### config.mk
export PLATFORM = sky130hd
export DESIGN_NAME = alias_guard
export DESIGN_NICKNAME = d
export VERILOG_FILES = /design/src/rtl/alias_guard_pkg.sv /design/src/rtl/alias_guard_hash.sv /design/src/rtl/alias_guard_entry.sv /design/src/rtl/alias_guard.sv
export SDC_FILE = /design/constraint.sdc
export NUM_CORES = 1
export LEC_CHECK = 0
export ABC_AREA = 0
export CORE_MARGIN = 3
export CORE_UTILIZATION = 45
export DETAILED_ROUTE_END_ITERATION = 10
export GPL_ROUTABILITY_DRIVEN = 0
export PLACE_DENSITY = 0.81
export SLEW_MARGIN = 10
export SYNTH_ARGS = -nofsm -noshare
export SYNTH_HDL_FRONTEND = slang
export SYNTH_HIERARCHICAL = 1
export SYNTH_SLANG_ARGS = --single-unit
### constraint.sdc
create_clock -name clk -period 2.6 [get_ports clk]
set_input_delay 0.78 -clock clk [delete_from_list [all_inputs] [get_ports clk]]
set_output_delay 0.78 -clock clk [all_outputs]
set_load 0.005 [all_outputs]
### src/rtl/alias_guard_pkg.sv
package alias_guard_pkg;
  typedef enum logic {
    IDX_LOW = 1'b0,
    IDX_XOR = 1'b1
  } idx_mode_e;
endpackage

### src/rtl/alias_guard_hash.sv
module alias_guard_hash
  import alias_guard_pkg::*;
#(
  parameter int        ADDR_W   = 32,
  parameter int        IDX_W    = 3,
  parameter idx_mode_e IDX_MODE = IDX_LOW
) (
  input  logic [ADDR_W-1:0] addr,
  output logic [IDX_W-1:0]  idx
);
  generate
    if (IDX_MODE == IDX_XOR) begin : g_xor
      always_comb begin
        idx = '0;
        for (int b = 0; b < ADDR_W; b++) begin
          idx[b % IDX_W] = idx[b % IDX_W] ^ addr[b];
        end
      end
    end else begin : g_low
      assign idx = addr[IDX_W-1:0];
    end
  endgenerate
endmodule

### src/rtl/alias_guard_entry.sv
module alias_guard_entry #(
  parameter int CNT_W = 3
) (
  input  logic             clk,
  input  logic             clr,
  input  logic             inc,
  input  logic             commit_hit,
  input  logic             store_hit,
  output logic [CNT_W-1:0] cnt_o,
  output logic             flag_o
);
  localparam logic [CNT_W-1:0] CMAX = '1;

  logic [CNT_W-1:0] cnt_q, cnt_nx;
  logic             flag_q, flag_nx;
  logic             dec, sat, live;

  always_comb begin
    dec    = commit_hit && !flag_q;
    sat    = (cnt_q == CMAX);
    live   = (cnt_q != '0);
    cnt_nx = cnt_q;
    if (!sat) begin
      if (inc && !dec) begin
        cnt_nx = cnt_q + 1'b1;
      end else if (dec && !inc && live) begin
        cnt_nx = cnt_q - 1'b1;
      end
    end
    flag_nx = (flag_q || (store_hit && live)) && (cnt_nx != '0);
  end

  always_ff @(posedge clk) begin
    if (clr) begin
      cnt_q  <= '0;
      flag_q <= 1'b0;
    end else begin
      cnt_q  <= cnt_nx;
      flag_q <= flag_nx;
    end
  end

  assign cnt_o  = cnt_q;
  assign flag_o = flag_q;
endmodule

### src/rtl/alias_guard.sv
module alias_guard
  import alias_guard_pkg::*;
#(
  parameter int        ADDR_W   = 32,
  parameter int        IDX_W    = 3,
  parameter int        CNT_W    = 3,
  parameter idx_mode_e IDX_MODE = IDX_LOW
) (
  input  logic              clk,
  input  logic              rst,
  input  logic              flush_in,
  input  logic              ld_exec_valid,
  input  logic [ADDR_W-1:0] ld_exec_addr,
  input  logic              ld_commit_valid,
  input  logic [ADDR_W-1:0] ld_commit_addr,
  input  logic              st_commit_valid,
  input  logic [ADDR_W-1:0] st_commit_addr,
  output logic              flush_req
);
  localparam int ENTRIES = 1 << IDX_W;

  logic [IDX_W-1:0]         ex_idx, lc_idx, sc_idx;
  logic [ENTRIES-1:0]       flags;
  logic [ENTRIES*CNT_W-1:0] cnt_flat;
  logic                     clr_tab;
  logic                     viol;

  alias_guard_hash #(.ADDR_W(ADDR_W), .IDX_W(IDX_W), .IDX_MODE(IDX_MODE))
    u_hash_ex (.addr(ld_exec_addr), .idx(ex_idx));
  alias_guard_hash #(.ADDR_W(ADDR_W), .IDX_W(IDX_W), .IDX_MODE(IDX_MODE))
    u_hash_lc (.addr(ld_commit_addr), .idx(lc_idx));
  alias_guard_hash #(.ADDR_W(ADDR_W), .IDX_W(IDX_W), .IDX_MODE(IDX_MODE))
    u_hash_sc (.addr(st_commit_addr), .idx(sc_idx));

  assign clr_tab = rst || flush_in || flush_req;

  generate
    for (genvar i = 0; i < ENTRIES; i++) begin : g_ent
      alias_guard_entry #(.CNT_W(CNT_W)) u_ent (
        .clk        (clk),
        .clr        (clr_tab),
        .inc        (ld_exec_valid   && (ex_idx == IDX_W'(i))),
        .commit_hit (ld_commit_valid && (lc_idx == IDX_W'(i))),
        .store_hit  (st_commit_valid && (sc_idx == IDX_W'(i))),
        .cnt_o      (cnt_flat[i*CNT_W +: CNT_W]),
        .flag_o     (flags[i])
      );
    end
  endgenerate

  assign viol = ld_commit_valid && flags[lc_idx] && !flush_in && !flush_req;

  always_ff @(posedge clk) begin
    if (rst) begin
      flush_req <= 1'b0;
    end else begin
      flush_req <= viol;
    end
  end
endmodule

==> results.json <==
{
  "critPathRequiredTime_ps": 2770,
  "grt_first_pass_wirelength_mm": 9.95,
  "fin_nets": 512,
  "design.die.area_um2": 7320,
  "yosys_register_bits": 33,
  "fp.dieW_um": 85.6,
  "cts_setup_buffers": 0,
  "clkLatencyLatePin_ps": 290,
  "cts.repair.resized": 0,
  "final_worst_path_cycle_share": 0.933,
  "timing.critical_path.fanout_max": 5,
  "antenna-diode-count": 0,
  "run_status": "complete, no violations",
  "cts_hold_buffers": 0,
  "vias_per_cell": 5.43,
  "finalSetupViolations": 0,
  "synth-warning-count": 6,
  "setup.worst_path.end_class": "flop",
  "total_power_mw": 1.08,
  "mappedNetlistArea_um2": 2850,
  "dr.first_iter.drc_count": 91,
  "wire_per_inst_um": 12.5,
  "synth_cell_type_count": 25,
  "rsz0062_at_grt": "false",
  "share_of_final_layout_standard_cells_stronger_than_drive_strength_1": 0.177,
  "vias": 2459,
  "firstDrtPassIters": 4,
  "clockRootBuffer": "sky130_fd_sc_hd__clkbuf_8",
  "hold_path.class": "flop to flop",
  "ctsHtreeMaxLevel": 2,
  "placedInstanceArea_um2": 3170,
  "leading_cell_type_in_the_layout_fill_and_taps_excluded": "sky130_fd_sc_hd__nor2_1",
  "finish.instance_area_um2": 3260,
  "leakagePower_nw": 1.23,
  "placementRows": 28,
  "crit_path_start_kind": "input port",
  "worst_ir_drop_vdd_v": 0.000201,
  "path_clk_slew_ps": 70,
  "io-pin-count": 103,
  "criticalPathCategory": "input port to flop",
  "maximum_number_of_pins_on_one_net_before_global_route_repair": 19,
  "maximum_capacitance_violations": 0,
  "fin_worst_skew_ps": 2.89,
  "area_growth_syn_to_layout_pct": 14.4,
  "design.core.area_um2": 6030,
  "finalCriticalPeriod_ps": 2430,
  "final_hold_viol_count": 0,
  "fmax_mhz": 412,
  "cts_inserted_buffers": 5,
  "tritoncts_clock_tree": "built",
  "finalWirelength_mm": 5.65,
  "layout.cells.most_common_list": "50 x sky130_fd_sc_hd__nor2_1, 33 x sky130_fd_sc_hd__dfxtp_1, 32 x sky130_fd_sc_hd__ha_1",
  "worstPathArrival_ps": 2600,
  "post_synth_inst_count": 346,
  "placement.io_buffers": 15,
  "first_global_vias": 2408,
  "headroom_to_the_max_slew_limit": 0.766,
  "cts_sinks": 33,
  "floorplan.initialDensity": 0.473,
  "synth_sequential_area_ratio": 0.232,
  "synthesis.area_per_instance_um2": 8.23,
  "drv_slew": 0,
  "drc": 0,
  "grt.total_usage": 0.165,
  "postSynthNetCount": 480,
  "number_of_antenna_violations_at_the_first_check_in_global_routing": 0,
  "grt_remaining_overflow": 0,
  "route.antenna.remaining_nets": 0,
  "die_y_um": 85.6,
  "dp_hpwl_mm": 4.55,
  "tightest_slew_ps": 346,
  "p_per_area_nw_per_um2": 333,
  "clockBufferDepth": 2
}
-- per-stage QoR --
stage	std cells	TNS, ps	setup slack [ps]	utilization	hold WS, ps
floorplan	346	0	310	-	484
finish	453	0	175	0.541	516
global placement	446	-314	-86.2	0.526	497
detailed placement	446	-813	-146	0.526	504
CTS	453	0	148	0.540	517
global route	453	0	30.1	0.541	536
-- layer usage --
layer	track usage	routed length, µm	part of all wire
met5	0	0	0
met4	0.0647	87	0.015
met3	0.0298	150	0.027
met2	0.304	2850	0.50
met1	0.188	2560	0.45
-- cell families after synthesis --
logic type,Yosys count,synth area share
simple gates,179,0.355
compound gates,66,0.188
flops,33,0.232
fa+ha+maj,32,0.141
buf+inv,26,0.0461
xor+xnor,8,0.0246
mux,2,0.0132
-- path summary, 6_finish.rpt --
kind,from,endpoint,slack (ps),depth (start not counted)
worst max register to register,g_ent[5].u_ent/cnt_o[0]$_SDFF_PP0_,g_ent[5].u_ent/flag_o$_SDFF_PP0_,970,6
worst min register to register,g_ent[7].u_ent/cnt_o[1]$_SDFF_PP0_,g_ent[7].u_ent/cnt_o[1]$_SDFF_PP0_,520,2
worst max-delay path,ld_commit_addr[1],g_ent[5].u_ent/flag_o$_SDFF_PP0_,170,8
worst min-delay path,g_ent[7].u_ent/cnt_o[1]$_SDFF_PP0_,g_ent[7].u_ent/cnt_o[1]$_SDFF_PP0_,520,2
-- power breakdown --
group / switching [mW] / internal, mW
clock: 0.186 / 0.210
sequential: 0.00539 / 0.511
combinational: 0.0930 / 0.0780
-- cells in the mapped netlist --
cell / instances / area [µm²]
sky130_fd_sc_hd__ha_1: 32 / 400
sky130_fd_sc_hd__buf_4: 9 / 67.6
sky130_fd_sc_hd__o311ai_0: 1 / 8.76
sky130_fd_sc_hd__inv_1: 17 / 63.8
sky130_fd_sc_hd__nor3b_4: 8 / 150
sky130_fd_sc_hd__a211oi_2: 8 / 100
sky130_fd_sc_hd__xnor2_1: 8 / 70.1
sky130_fd_sc_hd__nand2_2: 8 / 50.1
sky130_fd_sc_hd__nor2b_1: 2 / 12.5
sky130_fd_sc_hd__nand2_1: 22 / 82.6
sky130_fd_sc_hd__a21oi_2: 8 / 70.1
sky130_fd_sc_hd__nand3_1: 24 / 120
sky130_fd_sc_hd__nor2_1: 50 / 188
sky130_fd_sc_hd__nand3b_1: 16 / 120
sky130_fd_sc_hd__a21oi_1: 24 / 120
sky130_fd_sc_hd__o211ai_2: 8 / 100
sky130_fd_sc_hd__a211oi_1: 9 / 67.6
sky130_fd_sc_hd__or3_1: 8 / 50.1
sky130_fd_sc_hd__o2bb2ai_1: 8 / 70.1
sky130_fd_sc_hd__mux2_2: 1 / 11.3
sky130_fd_sc_hd__mux4_1: 1 / 26.3
sky130_fd_sc_hd__nor3_1: 16 / 80.1
sky130_fd_sc_hd__or2b_1: 1 / 7.51
sky130_fd_sc_hd__dfxtp_1: 33 / 661
sky130_fd_sc_hd__nand2b_1: 24 / 150
-- critical path, stage by stage --
cell	delay [ps]
sky130_fd_sc_hd__clkdlybuf4s50_1	490
sky130_fd_sc_hd__nand2b_1	260
sky130_fd_sc_hd__nor2_1	200
sky130_fd_sc_hd__nor3b_4	280
sky130_fd_sc_hd__nand3_1	110
sky130_fd_sc_hd__a21oi_1	210
sky130_fd_sc_hd__o2bb2ai_1	180
sky130_fd_sc_hd__a211oi_2	90
-- cell type report --
type	count	area, µm²
multi-input cells	287	2060
clock buffers	7	86.3
repair buffers	34	293
flip-flops and latches	33	661
inverters	17	63.8
well taps	75	93.8
fillers	556	2770
-- registers in the layout, indices dropped and copies added (netlist names) --
signal,flops
g_ent.u_ent/cnt_o,24
g_ent.u_ent/flag_o,8
flush_req,1
No activity file was read; power rests on OpenSTA's default activity.
